### config.mk
export PLATFORM = sky130hd
export DESIGN_NAME = pred_redir_table
export DESIGN_NICKNAME = d
export VERILOG_FILES = /design/src/rtl/pred_redir_pkg.sv /design/src/rtl/pred_entry_store.sv /design/src/rtl/pred_lookup.sv /design/src/rtl/pred_mask_gen.sv /design/src/rtl/pred_redir_table.sv
export SDC_FILE = /design/constraint.sdc
export NUM_CORES = 1
export LEC_CHECK = 0
export BUFFER_PORTS_ARGS = -buffer_cell sky130_fd_sc_hd__buf_2
export CORE_MARGIN = 3
export CORE_UTILIZATION = 65
export DETAILED_ROUTE_END_ITERATION = 16
export GPL_ROUTABILITY_DRIVEN = 0
export PLACE_DENSITY = 0.86
export SYNTH_ARGS = -nofsm -noshare
export SYNTH_HDL_FRONTEND = slang
export SYNTH_SLANG_ARGS = --single-unit
export TNS_END_PERCENT = 20
### constraint.sdc
create_clock -name clk_i -period 5.3 [get_ports clk_i]
set_input_delay 0 -clock clk_i [delete_from_list [all_inputs] [get_ports clk_i]]
set_output_delay 0 -clock clk_i [all_outputs]
set_load 0.01 [all_outputs]
### src/rtl/pred_redir_pkg.sv
package pred_redir_pkg;
  localparam int WORD_W = 16;
  localparam int REG_W  = 7;
  localparam int TAG_W  = 5;

  // field order follows the control word, bit 15 first
  typedef struct packed {
    logic [TAG_W-1:0] tag;
    logic             zero;
    logic             inv;
    logic             fp;
    logic [REG_W-1:0] reg_sel;
    logic             ffirst;
  } pred_word_t;

  typedef struct packed {
    pred_word_t       w;
    logic [REG_W-1:0] pred_reg;
  } pred_entry_t;
endpackage

### src/rtl/pred_entry_store.sv
module pred_entry_store
  import pred_redir_pkg::*;
#(
  parameter int N_ENTRIES = 16,
  localparam int IDX_W = $clog2(N_ENTRIES)
) (
  input  logic                   clk_i,
  input  logic                   rst_ni,
  input  logic                   wr_en_i,
  input  logic [IDX_W-1:0]       wr_idx_i,
  input  logic [WORD_W-1:0]      wr_word_i,
  input  logic [REG_W-1:0]       wr_pred_reg_i,
  output logic [N_ENTRIES-1:0]   valid_o,
  output pred_entry_t            entry_o [N_ENTRIES]
);
  logic [N_ENTRIES-1:0] valid_q;
  pred_entry_t          entry_q [N_ENTRIES];
  pred_entry_t          entry_d;

  assign entry_d = '{w: pred_word_t'(wr_word_i), pred_reg: wr_pred_reg_i};

  for (genvar g = 0; g < N_ENTRIES; g++) begin : g_ent
    logic sel;
    assign sel = wr_en_i && (wr_idx_i == IDX_W'(g));
    always_ff @(posedge clk_i or negedge rst_ni) begin
      if (!rst_ni) begin
        valid_q[g] <= 1'b0;
        entry_q[g] <= '0;
      end else if (sel) begin
        valid_q[g] <= 1'b1;
        entry_q[g] <= entry_d;
      end
    end
    assign entry_o[g] = entry_q[g];
  end

  assign valid_o = valid_q;


  wr_visible_chk: assert property (@(posedge clk_i) disable iff (!rst_ni)
    wr_en_i |=> valid_q[$past(wr_idx_i)] && (entry_q[$past(wr_idx_i)] == $past(entry_d)));


  valid_quiet_chk: assert property (@(posedge clk_i) disable iff (!rst_ni)
    !$past(wr_en_i) |-> $stable(valid_q));
endmodule

### src/rtl/pred_lookup.sv
module pred_lookup
  import pred_redir_pkg::*;
#(
  parameter int N_ENTRIES = 16,
  localparam int IDX_W = $clog2(N_ENTRIES)
) (
  input  logic                 clk_i,
  input  logic                 rst_ni,
  input  logic [N_ENTRIES-1:0] valid_i,
  input  pred_entry_t          entry_i [N_ENTRIES],
  input  logic                 fp_i,
  input  logic [REG_W-1:0]     reg_i,
  output logic                 hit_o,
  output logic [IDX_W-1:0]     sel_o,
  output pred_entry_t          entry_o
);
  logic [N_ENTRIES-1:0] match;

  for (genvar g = 0; g < N_ENTRIES; g++) begin : g_cmp
    assign match[g] = valid_i[g] && (entry_i[g].w.fp == fp_i) && (entry_i[g].w.reg_sel == reg_i);
  end

  // later entries overwrite earlier ones: highest index wins
  always_comb begin
    sel_o = '0;
    for (int i = 0; i < N_ENTRIES; i++) begin
      if (match[i]) sel_o = IDX_W'(i);
    end
  end

  assign hit_o   = |match;
  assign entry_o = hit_o ? entry_i[sel_o] : '0;


  hit_key_chk: assert property (@(posedge clk_i) disable iff (!rst_ni)
    hit_o |-> valid_i[sel_o] && entry_o.w.fp == fp_i && entry_o.w.reg_sel == reg_i);


  miss_empty_chk: assert property (@(posedge clk_i) disable iff (!rst_ni)
    (valid_i == '0) |-> !hit_o);
endmodule

### src/rtl/pred_mask_gen.sv
module pred_mask_gen #(
  parameter int MASK_W = 64,
  parameter int PRED_W = 64
) (
  input  logic              hit_i,
  input  logic              inv_i,
  input  logic [PRED_W-1:0] pred_val_i,
  output logic [MASK_W-1:0] mask_o
);
  logic [MASK_W-1:0] raw;
  assign raw = pred_val_i[MASK_W-1:0];

  always_comb begin
    if (!hit_i)     mask_o = '1;
    else if (inv_i) mask_o = ~raw;
    else            mask_o = raw;
  end
endmodule

### src/rtl/pred_redir_table.sv
module pred_redir_table
  import pred_redir_pkg::*;
#(
  parameter int N_ENTRIES = 16,
  parameter int MASK_W    = 64,
  parameter int PRED_W    = 64
) (
  input  logic                          clk_i,
  input  logic                          rst_ni,
  input  logic                          wr_en_i,
  input  logic [$clog2(N_ENTRIES)-1:0]  wr_idx_i,
  input  logic [15:0]                   wr_word_i,
  input  logic [6:0]                    wr_pred_reg_i,
  input  logic                          lk_fp_i,
  input  logic [6:0]                    lk_reg_i,
  input  logic [PRED_W-1:0]             pred_val_i,
  output logic                          lk_hit_o,
  output logic [6:0]                    lk_pred_reg_o,
  output logic                          lk_zero_o,
  output logic                          lk_inv_o,
  output logic                          lk_ffirst_o,
  output logic [4:0]                    lk_tag_o,
  output logic [MASK_W-1:0]             mask_o
);
  localparam int IDX_W = $clog2(N_ENTRIES);

  logic [N_ENTRIES-1:0] valid;
  pred_entry_t          entries [N_ENTRIES];
  pred_entry_t          win;
  logic [IDX_W-1:0]     win_idx;

  pred_entry_store #(.N_ENTRIES(N_ENTRIES)) u_store (
    .clk_i, .rst_ni, .wr_en_i, .wr_idx_i, .wr_word_i, .wr_pred_reg_i,
    .valid_o(valid), .entry_o(entries)
  );

  pred_lookup #(.N_ENTRIES(N_ENTRIES)) u_lookup (
    .clk_i, .rst_ni, .valid_i(valid), .entry_i(entries),
    .fp_i(lk_fp_i), .reg_i(lk_reg_i),
    .hit_o(lk_hit_o), .sel_o(win_idx), .entry_o(win)
  );

  pred_mask_gen #(.MASK_W(MASK_W), .PRED_W(PRED_W)) u_mask (
    .hit_i(lk_hit_o), .inv_i(win.w.inv), .pred_val_i, .mask_o
  );

  assign lk_pred_reg_o = win.pred_reg;
  assign lk_zero_o     = win.w.zero;
  assign lk_inv_o      = win.w.inv;
  assign lk_ffirst_o   = win.w.ffirst;
  assign lk_tag_o      = win.w.tag;


  miss_mask_chk: assert property (@(posedge clk_i) disable iff (!rst_ni)
    !lk_hit_o |-> (&mask_o) && !lk_inv_o && !lk_zero_o && !lk_ffirst_o && lk_pred_reg_o == '0);


  inv_mask_chk: assert property (@(posedge clk_i) disable iff (!rst_ni)
    (lk_hit_o && lk_inv_o) |-> mask_o == ~pred_val_i[MASK_W-1:0]);


  pass_mask_chk: assert property (@(posedge clk_i) disable iff (!rst_ni)
    (lk_hit_o && !lk_inv_o) |-> mask_o == pred_val_i[MASK_W-1:0]);
endmodule

==> flow_summary_export.csv, run 1 <==
group,metric,value,unit
placed_design,dp_hpwl,34680,um
synth,syn_inst,1710,
cts,clockRootBuffer,"clkbuf_16",
synth,synth_enable_flop_cells,0,
synth,synthMuxAreaShare,27.02,%
synth,synth_area_leader_cell,"dfrtp_1",
finish,final-seq-area,9609,um2
setup_path,crit_required,5300,ps
setup_path,crit_chain,"xnor2_1 > nand4_1 > nor4b_2 > nand2_1 > o31ai_1 > a21o_4 > mux2i_1 > a22o_2 > buf_4 > nor3_1 > a2111oi_2 > buf_2",
sta,setup_slack,316.6,ps
sta,fmax,200.7,MHz
setup_path,critical_path.top_delay_family,"compound AO/OA/AOI/OAI gates",
cts,worstSkewPairLatency,520,ps
sta,setup-violations-final,0,
detailed_routing,dr_total_vias,15640,
synth,synth_nets,1812,
cts,cts_setup_buffers,0,
synth,synth_xor_area_share,5.288,%
floorplan,fp.dieW,186.6,um
floorplan,boundaryPins,182,
setup_path,critPathKind,"reg2out",
synth,synthDistinctLibCells,50,
finish,final_nets,1918,
sta,worstMarginPinSlew,1114,ps
global_routing,grt_pass1_vias,16060,
power_and_ir_drop,total_power,0.009278,W
floorplan,row_count,65,
floorplan,coreArea,31880,um2
synth,synth_adder_area_share,0,%
detailed_routing,wl_per_cell,25.75,um
global_routing,grt_pass1_wl,92970,um
run_status,status,"completed",
cts,cts_max_path_buffers,3,
synth,synth.area.top_cells,"dfrtp_1 45%, mux2_2 19%, mux4_2 5.9%",
run,drv_cap,0,
synth,syn-cell-area,21200,um2
cts,cts_tree,"built",
power_and_ir_drop,power.share.combinational,26.5,%
synth,synthArstFlopShare,100.0,%
setup_path,worstPathArrival,4980,ps
synth,syn_area_per_cell,12.40,um2
detailed_routing,post_drt_via_cell_ratio,6.855,
floorplan,dieArea,34820,um2
sta,maxSlewViolCount,0,
sta,slew_headroom,25.73,%
synth,synth_flop_cell,"dfrtp_1",
finish,area_growth,11.68,%
power_and_ir_drop,pwr-share-seq,43.7,%
power_and_ir_drop,p_switching,0.002888,W
power_and_ir_drop,power_frac_clock,29.8,%
synth,synth_top_area_share,45.33,%
setup_path,critPathMaxFanout,51,
synth,ys_seq_area_share,45.33,%
power_and_ir_drop,power_density,391.9,nW/um2
global_routing,antenna_found_initial,4,
synth,ys_ff_latch,384,
floorplan,die_h,186.6,um
synth,synth-compound-area-share,8.434,%
setup_path,cp-end-kind,"output pin",
setup_path,worst-path-buf-inv,2,
cts,htree_levels,2,
hold_path,min_path_type,"in2reg",
synth,synth_most_common_cell,"dfrtp_1",
finish,final_util,74.26,%
setup_path,crit_path_top_delay_cell,"a22o_2",
finish,multi_input_area,10810,um2
synth,ys.warnings.count,0,
global_routing,track_usage,33.33,%
power_and_ir_drop,swShare,31.12,%
setup_path,slowest_delay,900,ps
sta,skew,0,ps
sta,hold_slack,36.48,ps
sta,setup_tns,0,ps
sta,timing.final.crit_share,94.03,%
global_routing,grt_max_degree,147,
cts,cts_made_buffers,38,
detailed_routing,drt_iter0_drc,1365,
finish,fillers,1983,
power_and_ir_drop,power.internal,0.006391,W
power_and_ir_drop,leakagePower,9.818,nW
finish,drive_gt1_share,43.24,%
synth,yosys.area_share.simple,9.845,%
cts,clkTransAtPathRegs,70,ps
sta,period_needed,4983,ps
global_routing,gr-total-overflow,0,
power_and_ir_drop,peakVddDrop,0.2513,mV
synth,yosys-top-cells-count,"384 x dfrtp_1, 367 x mux2_2, 101 x clkbuf_1, 99 x xnor2_1, 88 x nand2_1",
cts,cts_sinks,384,
floorplan,start_util,66.50,%
setup_path,critPathLaunchType,"flip-flop",
synth,synth_top_family_by_area,"multiplexers",
detailed_routing,wl,58750,um
placed_design,io_buffers,181,
placed_design,place_ws,899.9,ps
detailed_routing,drc,0,
detailed_routing,drtAntennaViolNets,0,
detailed_routing,dr.pass1.iters,6,
sta,hold_violations,0,
sta,rsz0062_at_grt,"false",
==> through the flow <==
step / area, um2 / std cells
6_report: 23680 / 2282
5_1_grt: 23680 / 2282
4_1_cts: 23650 / 2278
3_5_place_dp: 22170 / 2190
3_3_place_gp: 22170 / 2190
2_1_floorplan: 21200 / 1710
==> power by group through the flow <==
stage          logic, W  clock network [W]  registers, W
2_1_floorplan   0.00184                  0       0.00391
3_3_place_gp    0.00226                  0       0.00399
3_5_place_dp    0.00236                  0       0.00406
4_1_cts         0.00243            0.00277       0.00404
5_1_grt         0.00263            0.00288       0.00411
6_report        0.00246            0.00276       0.00405
==> repair_timing <==
item | in CTS | in global routing
endpoints found under the setup margin | 0 | 7
gates resized for setup | 0 | 2
hold buffers | 21 | 0
hold endpoints to repair | 417 | 0
==> final cells by class <==
cell class	instances	area share, %
antenna	4	0.04228
clock buffer	53	4.682
tap	435	2.299
sequential	384	40.59
inverter	3	0.04756
clock inverter	14	0.6923
multi-input combinational	1153	45.66
timing repair buffer	236	5.993
==> cell usage in the layout, fill, tap and decap left out, types with 4 or more instances in the layout <==
cell type	n
diode_2	4
xor2_1	29
clkinvlp_4	6
mux4_2	56
dfrtp_1	384
clkbuf_16	39
a21oi_1	6
o22ai_1	14
nor3_1	80
clkbuf_8	8
nand3_1	16
and4_1	64
a2111oi_2	60
or3_1	8
clkbuf_1	6
clkinv_2	4
mux2_2	367
buf_2	180
nand2b_1	12
nor4_1	4
nor2_2	10
a211oi_1	65
nor2_1	71
nand4_1	19
or2_2	11
dlygate4sd3_1	21
mux2i_1	32
a2111oi_0	4
buf_4	31
nand2_1	87
xnor2_1	99
==> worst paths after layout <==
path / start / to / cells past startpoint / slack [ps]
worst max-delay path: u_store.entry_o[54] / mask_o[52] / 12 / 320
worst min-delay path: wr_word_i[8] / u_store.entry_o[107] / 2 / 40
worst max register to register: u_store.valid_o[9] / u_store.valid_o[9] / 1 / 4460
worst min register to register: u_store.valid_o[1] / u_store.valid_o[1] / 1 / 470
max in group asynchronous: rst_ni / u_store.entry_o[247] / 3 / 3620
min in group asynchronous: rst_ni / u_store.entry_o[303] / 2 / 110
==> routing by layer <==
metal / track usage [%] / vias up / part of all wire (%)
li1: - / 6571 / -
met1: 44.61 / 7867 / 39
met2: 53.29 / 974 / 48
met3: 7.007 / 230 / 9.2
met4: 14.60 / 0 / 4.4
met5: 0 / - / 0
==> flip-flops by register name (all words and copies together) (netlist names) <==
signal,cells
u_store.valid_o,16
u_store.entry_o,368
==> cells by family after synthesis <==
kind of cell    count (synthesis)
buf+inv                       173
simple gates                  392
flops                         384
xor+xnor                      128
compound gates                177
mux                           456
Power figures use the tool's default switching activity.
==> run 2, diff against run 1 <==
--- a/config.mk
+++ b/config.mk
@@ -7,10 +7,10 @@
 export LEC_CHECK = 0
 export BUFFER_PORTS_ARGS = -buffer_cell sky130_fd_sc_hd__buf_2
 export CORE_MARGIN = 3
-export CORE_UTILIZATION = 65
+export CORE_UTILIZATION = 40
 export DETAILED_ROUTE_END_ITERATION = 16
 export GPL_ROUTABILITY_DRIVEN = 0
-export PLACE_DENSITY = 0.86
+export PLACE_DENSITY = 0.57
 export SYNTH_ARGS = -nofsm -noshare
 export SYNTH_HDL_FRONTEND = slang
 export SYNTH_SLANG_ARGS = --single-unit
==> run 2 against run 1 <==
Hold slack better by 15 ps; clock-buffer cell count increased by 8; power decreased by 1.7%; cell count rose by 10%; critical endpoint is now mask_o[26]; largest cell class unchanged.
==> flow_summary_export.csv, run 2 (synthesis results as in run 1) <==
group,metric,value,unit
power_and_ir_drop,peakVddDrop,0.2407,mV
cts,htree_levels,2,
floorplan,boundaryPins,182,
sta,rsz0062_at_grt,"false",
cts,cts_tree,"built",
sta,setup_slack,466.1,ps
setup_path,critPathLaunchType,"flip-flop",
finish,drive_gt1_share,43.04,%
global_routing,grt_pass1_vias,14920,
detailed_routing,wl,58280,um
cts,cts_max_path_buffers,3,
cts,cts_made_buffers,41,
finish,final_cell_mix,"384 x dfrtp_1, 367 x mux2_2, 180 x buf_2",
detailed_routing,drtAntennaViolNets,0,
setup_path,critPathKind,"reg2out",
setup_path,crit_path_top_delay_cell,"nand2_4",
detailed_routing,post_drt_via_cell_ratio,5.813,
floorplan,start_util,40.91,%
global_routing,gr-usage-met1,31.88,%
cts,cts_setup_buffers,0,
power_and_ir_drop,power_density,381.0,nW/um2
sta,maxSlewViolCount,0,
power_and_ir_drop,power.share.combinational,26.4,%
cts,clockRootBuffer,"clkbuf_16",
floorplan,fp.dieW,236.2,um
setup_path,crit_required,5300,ps
sta,period_needed,4834,ps
global_routing,gr-total-overflow,0,
sta,skew,0,ps
run,drv_cap,0,
run_status,status,"completed",
global_routing,gr-max-usage-layer,"met1",
sta,fmax,206.9,MHz
detailed_routing,dr.pass1.iters,5,
placed_design,dp_hpwl,34510,um
finish,largest_reg_flops,368,
sta,timing.final.crit_share,91.21,%
sta,setup-violations-final,0,
sta,hold_violations,0,
detailed_routing,dr_total_vias,14640,
power_and_ir_drop,power.internal,0.006364,W
sta,worstMarginPinSlew,1189,ps
setup_path,worstPathArrival,4830,ps
global_routing,gr-usage-met3,2.642,%
sta,slew_headroom,20.54,%
finish,fillers,4639,
global_routing,grt_util_met2,31.35,%
global_routing,grt_max_degree,145,
finish,layout_commonest_cell,"dfrtp_1",
detailed_routing,wl_per_cell,23.15,um
setup_path,slowest_delay,540,ps
power_and_ir_drop,pwr-share-seq,43.6,%
setup_path,crit_chain,"xnor2_1 > nand4_1 > or3_1 > a21o_1 > a211o_1 > a21o_4 > mux2i_1 > nand2_1 > buf_4 > nand2_4 > buf_4 > a2111oi_2 > buf_2",
global_routing,antenna_found_initial,0,
setup_path,r2r_cells,1,
finish,final_util,46.22,%
setup_path,cp-end-kind,"output pin",
finish,area_growth,12.98,%
cts,cts_sinks,384,
hold_path,holdPathStages,2,
power_and_ir_drop,leakagePower,9.795,nW
floorplan,row_count,83,
global_routing,grt_pass1_wl,91600,um
detailed_routing,drt_iter0_drc,1012,
floorplan,die_h,236.2,um
power_and_ir_drop,p_switching,0.002760,W
setup_path,cpMostUsedCell,"buf_4",
power_and_ir_drop,swShare,30.25,%
placed_design,io_buffers,181,
global_routing,track_usage,20.60,%
floorplan,coreArea,51820,um2
cts,ctsResizeCount,0,
floorplan,dieArea,55800,um2
detailed_routing,drc,0,
hold_path,min_path_type,"in2reg",
power_and_ir_drop,total_power,0.009124,W
finish,diodes,0,
sta,setup_tns,0,ps
setup_path,critPathMaxFanout,65,
cts,clkTransAtPathRegs,70,ps
placed_design,place_ws,960.5,ps
power_and_ir_drop,power_frac_clock,30.0,%
finish,final_nets,1913,
cts,worstSkewPairLatency,530,ps
-- run 2: per-layer routing --
layer / share of wire, % / vias to the layer above
met1: 49 / 7668
met3: 5.0 / 42
met5: 0 / -
met4: 1.1 / 0
met2: 45 / 383
li1: - / 6543
-- run 2: power groups by stage --
stage | sequential (W) | clock, W | combinational [W]
5_1_grt | 0.00406 | 0.00293 | 0.00262
6_report | 0.00398 | 0.00274 | 0.00241
3_3_place_gp | 0.00400 | 0 | 0.00235
3_5_place_dp | 0.00403 | 0 | 0.00240
4_1_cts | 0.00398 | 0.00281 | 0.00242
2_1_floorplan | 0.00391 | 0 | 0.00184
-- run 2: per-stage QoR --
step	hold slack, ps	cells	instance area, um2
after floorplan	-295.6	1710	21200
after global routing	31.13	2518	23950
after global placement	97.81	2430	22500
after CTS	10.05	2518	23950
final	51.57	2518	23950
after detailed placement	109.5	2430	22500
-- run 2: path summary, 6_finish.rpt --
| check | to | slack [ps] | from |
|---|---|---|---|
| setup / recovery | mask_o[26] | 470 | u_store.entry_o[219] |
| hold / removal | u_store.entry_o[100] | 50 | wr_word_i[1] |
| setup reg to reg | u_store.entry_o[148] | 4490 | u_store.entry_o[148] |
| hold reg to reg | u_store.valid_o[1] | 470 | u_store.valid_o[1] |
| max in group asynchronous | u_store.entry_o[45] | 3760 | rst_ni |
| min in group asynchronous | u_store.entry_o[97] | 100 | rst_ni |
-- run 2: worst max-delay path: cells and delay by family, from the launching register on --
kind	cells	cell delay (ps)
xor gates and xnor gates	1	230
DFF	1	380
muxes	1	150
AOI/OAI and AO/OA	4	1230
and+or+nand+nor	4	1070
buffers and inverters	3	1170
-- run 2: layout make-up --
| cell class | instances | area (um2) | area share [%] |
|---|---|---|---|
| clock inverters | 9 | 62.56 | 0.2612 |
| flip-flops and latches | 384 | 9609 | 40.12 |
| clock buffers | 61 | 1212 | 5.062 |
| inverters | 3 | 11.26 | 0.04702 |
| well taps | 680 | 850.8 | 3.552 |
| multi-input cells | 1153 | 10850 | 45.31 |
| repair buffers | 228 | 1351 | 5.642 |
-- run 2: repair_timing --
item / CTS / global route
hold buffers: 18 / 0
endpoints found under the hold margin: 369 / 0
endpoints found under the setup margin: 0 / 0
==> run 3, diff against run 2 <==
--- a/config.mk
+++ b/config.mk
@@ -6,11 +6,12 @@
 export NUM_CORES = 1
 export LEC_CHECK = 0
 export BUFFER_PORTS_ARGS = -buffer_cell sky130_fd_sc_hd__buf_2
+export CORE_ASPECT_RATIO = 1.5
 export CORE_MARGIN = 3
 export CORE_UTILIZATION = 40
 export DETAILED_ROUTE_END_ITERATION = 16
 export GPL_ROUTABILITY_DRIVEN = 0
-export PLACE_DENSITY = 0.57
+export PLACE_DENSITY = 0.67
 export SYNTH_ARGS = -nofsm -noshare
 export SYNTH_HDL_FRONTEND = slang
 export SYNTH_SLANG_ARGS = --single-unit
==> run 3 against run 2 <==
Register-to-register slack got worse by 30 ps; cell count fell by 0.32%; setup slack worse by 75 ps; maximum frequency fell by 1.5%; hold slack worse by 2.3 ps; highest routed layer is now met5.
==> flow_summary_export.csv, run 3 (synthesis results as in run 1) <==
group,metric,value,unit
detailed_routing,dr_total_vias,14660,
sta,fmax,203.7,MHz
sta,period_needed,4909,ps
setup_path,crit_chain,"xor2_1 > nor4_1 > nand4_1 > a21o_1 > a211o_1 > a21o_4 > mux2i_1 > nand2_1 > buf_4 > nand2_4 > a2111oi_0 > buf_2",
finish,area_growth,12.11,%
power_and_ir_drop,power_density,371.7,nW/um2
setup_path,critPathLaunchType,"flip-flop",
sta,rsz0062_at_grt,"false",
detailed_routing,wl,56740,um
global_routing,track_usage,19.71,%
finish,fillers,4738,
cts,cts_max_path_buffers,3,
global_routing,grt_pass1_vias,15020,
placed_design,io_buffers,181,
sta,slew_headroom,22.47,%
cts,clkTransAtPathRegs,70,ps
detailed_routing,dr.pass1.iters,5,
cts,worstSkewPairLatency,520,ps
setup_path,cp-end-kind,"output pin",
global_routing,gr-total-overflow,0,
setup_path,slowest_delay,770,ps
setup_path,critPathMaxFanout,65,
cts,clockRootBuffer,"clkbuf_16",
cts,ctsResizeCount,0,
finish,final_cell_mix,"384 x dfrtp_1, 367 x mux2_2, 180 x buf_2",
hold_path,min_path_type,"in2reg",
finish,final_cells,2510,
setup_path,critical_path.top_delay_family,"compound AO/OA/AOI/OAI gates",
setup_path,worstPathArrival,4910,ps
floorplan,dieArea,55850,um2
global_routing,grt_pass1_wl,88360,um
detailed_routing,wl_per_cell,22.60,um
sta,setup-violations-final,0,
finish,largest_reg_flops,368,
setup_path,crit_path_top_delay_cell,"nand2_4",
sta,worstMarginPinSlew,1160,ps
floorplan,die_h,288.0,um
finish,final_nets,1912,
sta,skew,0,ps
placed_design,dpl.cell_count,2434,
detailed_routing,drt_iter0_drc,856,
sta,timing.final.crit_share,92.62,%
run,drv_cap,0,
sta,maxSlewViolCount,0,
floorplan,boundaryPins,182,
sta,setup_tns,0,ps
global_routing,grt_max_degree,157,
detailed_routing,drc,0,
floorplan,row_count,102,
floorplan,start_util,40.71,%
cts,cts_sinks,384,
global_routing,antenna_found_initial,2,
placed_design,dp_hpwl,35020,um
finish,drive_gt1_share,43.02,%
setup_path,critPathKind,"reg2out",
cts,cts_setup_buffers,0,
finish,layout_commonest_cell,"dfrtp_1",
cts,htree_levels,2,
floorplan,fp.dieW,194.0,um
cts,cts_tree,"built",
power_and_ir_drop,leakagePower,9.739,nW
power_and_ir_drop,peakVddDrop,0.2044,mV
floorplan,coreArea,52070,um2
sta,hold_violations,0,
finish,diodes,0,
sta,hold_slack,49.31,ps
setup_path,worst-path-buf-inv,2,
detailed_routing,drtAntennaViolNets,0,
run_status,status,"completed",
detailed_routing,post_drt_via_cell_ratio,5.840,
cts,cts_made_buffers,34,
setup_path,crit_required,5300,ps
run 3: cell types whose count changed in the layout (fill, tap and decap cells not counted), sizes merged:
| cell | before | now |
|---|---|---|
| clkinv | 7 | 5 |
| inv | 4 | 5 |
| clkinvlp | 1 | 0 |
| bufinv | 0 | 1 |
| clkbuf | 61 | 52 |
| dlygate4sd3 | 18 | 16 |
| buf | 210 | 218 |
run 3: what timing repair did:
action	4_1_cts	5_1_grt
endpoints found under the hold margin	367	0
hold buffers	16	0
endpoints found under the setup margin	0	0
run 3: power breakdown:
part / leakage, nW / total, W / internal (W) / switching (W)
registers: 4.68 / 0.00398 / 0.00361 / 0.000371
clock network: 0.542 / 0.00247 / 0.00138 / 0.00109
logic: 4.52 / 0.00238 / 0.00117 / 0.00121
total: 9.74 / 0.00883 / 0.00616 / 0.00267
run 3: worst paths after layout:
path                       cells past startpoint                 start  slack (ps)                    to
max                                           12  u_store.entry_o[309]         390            mask_o[60]
min                                            2          wr_word_i[2]          50  u_store.entry_o[170]
max reg2reg                                    1   u_store.valid_o[13]        4460   u_store.valid_o[13]
min reg2reg                                    1    u_store.valid_o[3]         470    u_store.valid_o[3]
max in group asynchronous                      3                rst_ni        3560  u_store.entry_o[105]
min in group asynchronous                      2                rst_ni         150   u_store.entry_o[46]
run 3: layout make-up:
cell class	count	area (um2)	share of cell area, %
clock inverter	8	72.57	0.3054
timing repair buffer	234	1391	5.854
sequential	384	9609	40.43
multi-input combinational	1153	10820	45.51
clock buffer	52	1020	4.291
tap	676	845.8	3.559
inverter	3	11.26	0.04738
run 3: through the flow:
stage	cell area [um2]	utilization [%]	total power [W]	worst slack, ps
after floorplan	21200	-	0.005757	2311
after global placement	22510	43.24	0.006278	842.3
after detailed placement	22510	43.24	0.006401	871.4
after CTS	23770	45.64	0.008901	383.7
after global routing	23770	45.64	0.009264	47.99
final	23770	45.64	0.008833	391.4
run 3: per-layer routing:
layer	wire (um)	vias to the layer above	GRT usage, %
met5	13	-	0
met4	1848	2	6.808
met3	2450	90	2.447
met2	30000	385	36.05
met1	22430	7638	24.00
li1	-	6544	-
